[config.mk]
export PLATFORM = sky130hd
export DESIGN_NAME = clkmon_switch
export DESIGN_NICKNAME = d
export VERILOG_FILES = /design/src/rtl/clkmon_pkg.sv /design/src/rtl/clkmon_sync_edge.sv /design/src/rtl/clkmon_stuck_det.sv /design/src/rtl/clkmon_sel_ctl.sv /design/src/rtl/clkmon_switch.sv
export SDC_FILE = /design/constraint.sdc
export NUM_CORES = 1
export LEC_CHECK = 0
export BUFFER_PORTS_ARGS = -buffer_cell sky130_fd_sc_hd__buf_2
export CAP_MARGIN = 5
export CORE_ASPECT_RATIO = 2
export CORE_MARGIN = 1.5
export CORE_UTILIZATION = 40
export DETAILED_ROUTE_END_ITERATION = 10
export GPL_ROUTABILITY_DRIVEN = 0
export PLACE_DENSITY = 0.59
export SETUP_SLACK_MARGIN = 0.4
export SLEW_MARGIN = 10
export SYNTH_ARGS = -nofsm -noshare
export SYNTH_HDL_FRONTEND = slang
export SYNTH_HIERARCHICAL = 1
export SYNTH_SLANG_ARGS = --single-unit
[constraint.sdc]
create_clock -name ref_clk -period 2.7 [get_ports ref_clk]
set_clock_uncertainty 0.15 [all_clocks]
set_input_delay 0.27 -clock ref_clk [delete_from_list [all_inputs] [get_ports ref_clk]]
set_output_delay 0.27 -clock ref_clk [all_outputs]
set_load 0.03 [all_outputs]
[src/rtl/clkmon_pkg.sv]
package clkmon_pkg;
  localparam int unsigned NUM_IN = 2;
  typedef logic [NUM_IN-1:0] in_vec_t;

  // index of the other input of the pair
  function automatic logic peer(input logic s);
    return ~s;
  endfunction
endpackage

[src/rtl/clkmon_sync_edge.sv]
module clkmon_sync_edge #(
  parameter int unsigned STAGES = 2
) (
  input  logic clk,
  input  logic rst_n,
  input  logic din,
  output logic edge_o
);
  localparam int unsigned LAST = STAGES - 1;

  logic [STAGES-1:0] chain_q, chain_d;
  logic              prev_q, prev_d;

  generate
    if (STAGES > 1) begin : g_multi
      always_comb chain_d = {chain_q[STAGES-2:0], din};
    end else begin : g_single
      always_comb chain_d = din;
    end
  endgenerate

  always_comb prev_d = chain_q[LAST];

  always_ff @(posedge clk or negedge rst_n) begin
    if (!rst_n) begin
      chain_q <= '0;
      prev_q  <= 1'b0;
    end else begin
      chain_q <= chain_d;
      prev_q  <= prev_d;
    end
  end

  // a level change between successive synchronized samples
  always_comb edge_o = chain_q[LAST] ^ prev_q;
endmodule

[src/rtl/clkmon_stuck_det.sv]
module clkmon_stuck_det #(
  parameter int unsigned LIMIT = 16
) (
  input  logic clk,
  input  logic rst_n,
  input  logic edge_i,
  input  logic clr_i,
  output logic bad_o
);
  localparam int unsigned CNT_W = $clog2(LIMIT + 1);
  localparam logic [CNT_W-1:0] CNT_MAX = CNT_W'(LIMIT);

  logic [CNT_W-1:0] cnt_q, cnt_d;
  logic             bad_q, bad_d;
  logic             stuck;

  always_comb stuck = (cnt_q == CNT_MAX);

  always_comb begin
    cnt_d = cnt_q;
    if (clr_i || edge_i) begin
      cnt_d = '0;
    end else if (!stuck) begin
      cnt_d = cnt_q + 1'b1;
    end
  end

  always_comb begin
    bad_d = bad_q;
    if (clr_i) begin
      bad_d = 1'b0;
    end else if (stuck) begin
      bad_d = 1'b1;
    end
  end

  always_ff @(posedge clk or negedge rst_n) begin
    if (!rst_n) begin
      cnt_q <= '0;
      bad_q <= 1'b0;
    end else begin
      cnt_q <= cnt_d;
      bad_q <= bad_d;
    end
  end

  always_comb bad_o = bad_q;
endmodule

[src/rtl/clkmon_sel_ctl.sv]
module clkmon_sel_ctl
  import clkmon_pkg::*;
(
  input  logic    clk,
  input  logic    rst_n,
  input  in_vec_t bad_i,
  input  logic    pref_sel,
  input  logic    force_pref,
  output logic    mux_sel,
  output logic    in_use,
  output logic    run_o
);
  logic run_q, run_d;
  logic sel_q, sel_d;
  logic use_q, use_d;
  logic other;

  always_comb other = peer(sel_q);

  always_comb begin
    sel_d = sel_q;
    if (!run_q || force_pref) begin
      sel_d = pref_sel;
    end else if (bad_i[sel_q] && !bad_i[other]) begin
      sel_d = other;
    end
  end

  always_comb run_d = 1'b1;
  always_comb use_d = mux_sel;

  always_ff @(posedge clk or negedge rst_n) begin
    if (!rst_n) begin
      run_q <= 1'b0;
      sel_q <= 1'b0;
      use_q <= 1'b0;
    end else begin
      run_q <= run_d;
      sel_q <= sel_d;
      use_q <= use_d;
    end
  end

  // before the first running cycle the preferred input is presented
  always_comb mux_sel = run_q ? sel_q : pref_sel;
  always_comb in_use  = run_q ? use_q : pref_sel;
  always_comb run_o   = run_q;
endmodule

[src/rtl/clkmon_switch.sv]
module clkmon_switch
  import clkmon_pkg::*;
#(
  parameter int unsigned LIMIT       = 16,
  parameter int unsigned SYNC_STAGES = 2
) (
  input  logic       ref_clk,
  input  logic       rst_n,
  input  logic [1:0] clk_in,
  input  logic       pref_sel,
  input  logic       force_pref,
  input  logic       alarm_clr,
  output logic [1:0] clk_bad,
  output logic       mux_sel,
  output logic       in_use
);
  logic [1:0] rst_pipe_q;
  logic       rst_sync_n;
  in_vec_t    edge_w;
  in_vec_t    bad_w;
  logic       run_w;

  // asynchronous assert, synchronous release
  always_ff @(posedge ref_clk or negedge rst_n) begin
    if (!rst_n) begin
      rst_pipe_q <= 2'b00;
    end else begin
      rst_pipe_q <= {rst_pipe_q[0], 1'b1};
    end
  end
  always_comb rst_sync_n = rst_pipe_q[1];

  generate
    for (genvar gi = 0; gi < NUM_IN; gi++) begin : g_mon
      clkmon_sync_edge #(.STAGES(SYNC_STAGES)) u_sync (
        .clk    (ref_clk),
        .rst_n  (rst_sync_n),
        .din    (clk_in[gi]),
        .edge_o (edge_w[gi])
      );
      clkmon_stuck_det #(.LIMIT(LIMIT)) u_det (
        .clk    (ref_clk),
        .rst_n  (rst_sync_n),
        .edge_i (edge_w[gi]),
        .clr_i  (alarm_clr),
        .bad_o  (bad_w[gi])
      );
    end
  endgenerate

  clkmon_sel_ctl u_sel (
    .clk        (ref_clk),
    .rst_n      (rst_sync_n),
    .bad_i      (bad_w),
    .pref_sel   (pref_sel),
    .force_pref (force_pref),
    .mux_sel    (mux_sel),
    .in_use     (in_use),
    .run_o      (run_w)
  );

  always_comb clk_bad = bad_w;
endmodule

# Word-level counts from Yosys, hierarchy flattened
# Cells that the tools add are included.
# word_totals
ff_bits,23
wordCells,48
out_inout_bits,4
# classes
mux,16
eq_ne,4
n_lt_le_gt_ge,2
reduce_logical,9
add_sub_neg,2
n_bitwise,3
# op_table
op,count
5-bit two-way mux,4
1-bit two-way mux,12
5-bit by 1-bit adder with 5-bit output (second input constant),2
5-bit equality test (second input constant),2
2-bit nonzero test,3
1-bit by 2-bit less-than comparator with 1-bit output (second input constant),2
2-bit != test (second input constant),2
1-bit logical OR,3
1-bit logical NOT,2
1-bit XOR,2
1-bit logical AND,1
1-bit inverter,1

# Logic depth before layout (Yosys ltp)
# logic_depth
ltp_word,7
depth_mapped,4
ltp_nobuf,4

# Modules after synthesis
# The synthesis kept the hierarchy.
# modules_own_cells
module,seq_area_each_um2,n_inst,cells_per_inst,area_per_inst_um2
clkmon_stuck_det,150.1,2,30,349.1
clkmon_sync_edge,75.1,2,4,83.8
clkmon_sel_ctl,75.1,1,13,136.4
clkmon_switch,50.0,1,3,53.8

# Worst setup path before layout
# OpenSTA, ideal clock, no wires.
# synth_path
path_kind,reg-to-reg
startpoint,register g_mon[0].u_det.cnt_q[0]
endpoint,register g_mon[0].u_det.cnt_q[0]
slack_ns,1.289
required_time_ns,2.425
n_path_buf,0
stages_incl_launch_ff,5
arrival_time_ns,1.135
setup_time_ns,0.125
path_cell_list,dfrtp_1 > inv_1 > ha_1 > and4bb_4 > mux2_4
# synth_via
elab_chain_cells,3
elab_cells_between_ends,5
cone_classes,add/sub (1); eq/ne (2); mux (2)
# synth_lines
item,line_no,source
start: declaration,clkmon_stuck_det.sv:13,"logic [CNT_W-1:0] cnt_q, cnt_d;"
start signal: assignment,clkmon_stuck_det.sv:42,cnt_q <= cnt_d;
5-bit by 1-bit adder with 5-bit output,clkmon_stuck_det.sv:24,cnt_d = cnt_q + 1'b1;
5-bit two-way mux,clkmon_stuck_det.sv:23,end else if (!stuck) begin
5-bit two-way mux,clkmon_stuck_det.sv:21,if (clr_i || edge_i) begin
# Several ways; a longest one is shown, not always the timed one. The select of a mux whose other input is x is not followed.
# A chain may end at the register's enable or synchronous reset.

# Worst setup path in the final report
# layout_path
startpoint,register g_mon[0].u_sync.chain_q[1]
endpoint,register g_mon[0].u_det.cnt_q[0]
# layout_via
elab_chain_cells,3
elab_cells_between_ends,4
cone_classes,eq/ne (1); mux (1); bitwise (1); reduce/logical (1)
# layout_lines
item,line_no,source
start: declaration,clkmon_sync_edge.sv:11,"logic [STAGES-1:0] chain_q, chain_d;"
start signal: assignment,clkmon_sync_edge.sv:29,chain_q <= chain_d;
1-bit XOR (*),clkmon_sync_edge.sv:35,always_comb edge_o = chain_q[LAST] ^ prev_q;
named net edge_w[0],clkmon_switch.sv:19,in_vec_t edge_w;
1-bit logical OR (*),clkmon_stuck_det.sv:21,
2-bit != test (no source line) or 5-bit two-way mux (tied branches),--,
# Mark *: on every way through the listed nets, which the timed path passes. The rest lies on a longest branch.

==> results.tsv <==
stage	metric	value	unit
floorplanning	Die H	75.7	um
floorplanning	Initial Util	41.6	%
layout	Final Util	47.3	%
layout	antenna diode count	0	
grt	met2 GRT Util	20.6	%
run	Max Cap Violations	0	
layout	most common cell after layout, fill and taps aside	dfrtp_1	
detailed_routing	post-route ant nets	0	
yosys	Yosys cell types	19	
sta	Worst-Margin Slew	816	ps
layout	ratio of cells with drive above 1 in the final layout	28.9	%
yosys	Synth Register Bits	23	
sta	Hold Fails Final Rpt	0	
sta	# setup viols final	0	
clocking	hold_buf cts	3	
detailed_routing	number of remaining DRC errors	0	
setup_path	critical path class	flop to flop	
yosys	syn_area_per_cell	12.6	um^2
clocking	cell at the root of the clock tree	clkbuf_8	
floorplanning	Die Area	2980	um^2
clocking	post-cts sizing count	0	
power	Pwr Density	537	nW/um^2
grt	global-route wire length before repair	2.60	mm
grt	initial antenna violation count	0	
floorplanning	FP Rows	26	
clocking	clock sink count	23	
place	Detailed Place HPWL	1.15	mm
yosys	mapped cell area	1060	um^2
detailed_routing	drt wl/cell	12.1	um
sta	Slew Limit Fails	0	
floorplanning	core box area	2540	um^2
yosys	register area share after synthesis	54.5	%
detailed_routing	initial DRC count	15	
grt	GR peak layer	met2	
clocking	Clock Pin Slew Worst Setup and Hold Paths	80	ps
detailed_routing	routed wire length	1.52	mm
setup_path	CP required	2700	ps
yosys	Mapped Cells	84	
sta	minimum clock period	1560	ps
clocking	Longest Clk Path Bufs	2	
clocking	worst skew pair latency	260	ps
grt	met1 Usage GRT	14.7	%
sta	TNS Setup	0	ps
setup_path	worst-path maximum fanout	9	
grt	all-layer global routing usage	12.7	%
yosys	Synth Net Count	95	
detailed_routing	DR vias	636	
detailed_routing	Pre-Repair DR Iteration Count	4	
sta	final worst-path cycle share	57.7	%
clocking	CTS tree	built	
sta	RSZ-0062 raised after global routing	false	
clocking	CTS buffer count	3	
grt	vias in the first global route	637	
setup_path	crit end category	flop	
place	# port buffers	10	
layout	most frequent cells in the layout	23 x dfrtp_1, 10 x nor3b_1, 10 x buf_2, 6 x nor3_1	
clocking	H-tree depth	1	
power	worst vdd ir	0.350	mV
status	outcome	complete, no violations	
clocking	Post-CTS Setup Inserts	0	
sta	relative slew slack	45.6	%
hold_path	Worst Hold Class	input port to flop	
power	leak pwr	0.539	nW
layout	Area Growth Syn to Fin	13.6	%
floorplanning	Die X	39.3	um
setup_path	Critical Path Source Type	flop	
detailed_routing	via density per instance	5.09	
sta	Fmax	642	MHz
grt	gr ovfl total	0	
setup_path	worst endpoint data arrival time	1560	ps
grt	largest net degree at the start of global routing	22	
floorplanning	I/O pins	11	
layout	nets	109	
yosys	yosys warns	6	
grt	met3 GRT Util	2.62	%
-- worst max-delay path: stages, from the launching register on --
cell and delay [ps]:
dfrtp_1 400, xor2_1 490, nor3b_1 130, mux2_4 280
-- final cells by class --
class / count / area [um^2]
inverters: 5 / 18.8
repair buffers: 13 / 80.1
clock buffers: 3 / 41.3
well taps: 28 / 35.0
clock inverters: 1 / 7.51
flip-flops and latches: 23 / 576
fillers: 234 / 1340
multi-input cells: 52 / 442
-- through the flow --
stage	setup WS, ps	hold slack [ps]	total power [mW]	instances	instance area [um^2]
3_3_place_gp	1170	-94.3	0.434	118	1120
5_1_grt	1040	103	0.675	125	1200
4_1_cts	1130	106	0.653	125	1200
3_5_place_dp	1160	-94.5	0.436	118	1120
2_1_floorplan	1290	-176	0.421	84	1060
6_report	1140	109	0.644	125	1200
-- cells by family (layout without fill, tap and decap cells) --
family / after synthesis / after routing / share of synthesized area (%)
compound gates: 2 / 2 / 1.90
mux: 9 / 9 / 11.4
buf+inv: 9 / 22 / 3.67
xor+xnor: 4 / 4 / 3.32
other cells: 2 / 2 / 0.711
flops: 23 / 23 / 54.5
fa+ha+maj: 5 / 5 / 5.81
simple gates: 30 / 30 / 18.7
-- where the power goes --
part / internal (mW) / switching (mW) / leakage [nW]
clock: 0.104 / 0.110 / 0.0217
sequential: 0.358 / 0.0150 / 0.294
combinational: 0.0284 / 0.0295 / 0.223
-- sequential cells by signal (all words and copies together) (netlist names) --
name                  cells
u_sel/use_q               1
g_mon.u_det/cnt_q        10
g_mon.u_sync/chain_q      4
g_mon.u_sync/prev_q       2
g_mon.u_det/bad_o         2
u_sel/run_o               1
u_sel/sel_q               1
rst_pipe_q                2
-- layer usage --
layer | part of all wire [%] | vias to the layer above
met5 | 0 | -
met4 | 2.4 | 0
met1 | 41 | 318
met2 | 54 | 6
met3 | 1.9 | 4
li1 | - | 308
-- worst paths after layout --
path                       slack (ps)                                  from  cells past startpoint                                  end
max                              1140  g_mon[0].u_sync/chain_q[1]$_DFF_PN0_                      3  g_mon[0].u_det/cnt_q[0]$_DFFE_PN0P_
min                               110                              pref_sel                      2              u_sel/sel_q$_DFFE_PN0P_
max reg2reg                      1140  g_mon[0].u_sync/chain_q[1]$_DFF_PN0_                      3  g_mon[0].u_det/cnt_q[0]$_DFFE_PN0P_
min reg2reg                       190               rst_pipe_q[1]$_DFF_PN0_                      0  g_mon[1].u_det/cnt_q[2]$_DFFE_PN0P_
max in group asynchronous        1700               rst_pipe_q[1]$_DFF_PN0_                      0     g_mon[1].u_det/bad_o$_DFFE_PN0P_
min in group asynchronous         160                                 rst_n                      2              rst_pipe_q[1]$_DFF_PN0_
-- synth_stat cells --
master	n	area [um^2]
inv_1	5	18.8
buf_2	4	20.0
nor4_1	2	12.5
ha_1	4	50.1
dfrtp_1	23	576
nand3_1	4	20.0
o21ba_2	2	20.0
mux2_4	5	75.1
nor3_1	6	30.0
nand2b_1	1	6.26
mux2_2	4	45.0
and4bb_4	2	32.5
nand2_1	4	15.0
nor3b_1	10	75.1
maj3_2	1	11.3
xnor2_1	2	17.5
xor2_1	2	17.5
conb_1	2	7.51
nor2b_1	1	6.26
No activity file was read; power rests on OpenSTA's default activity.
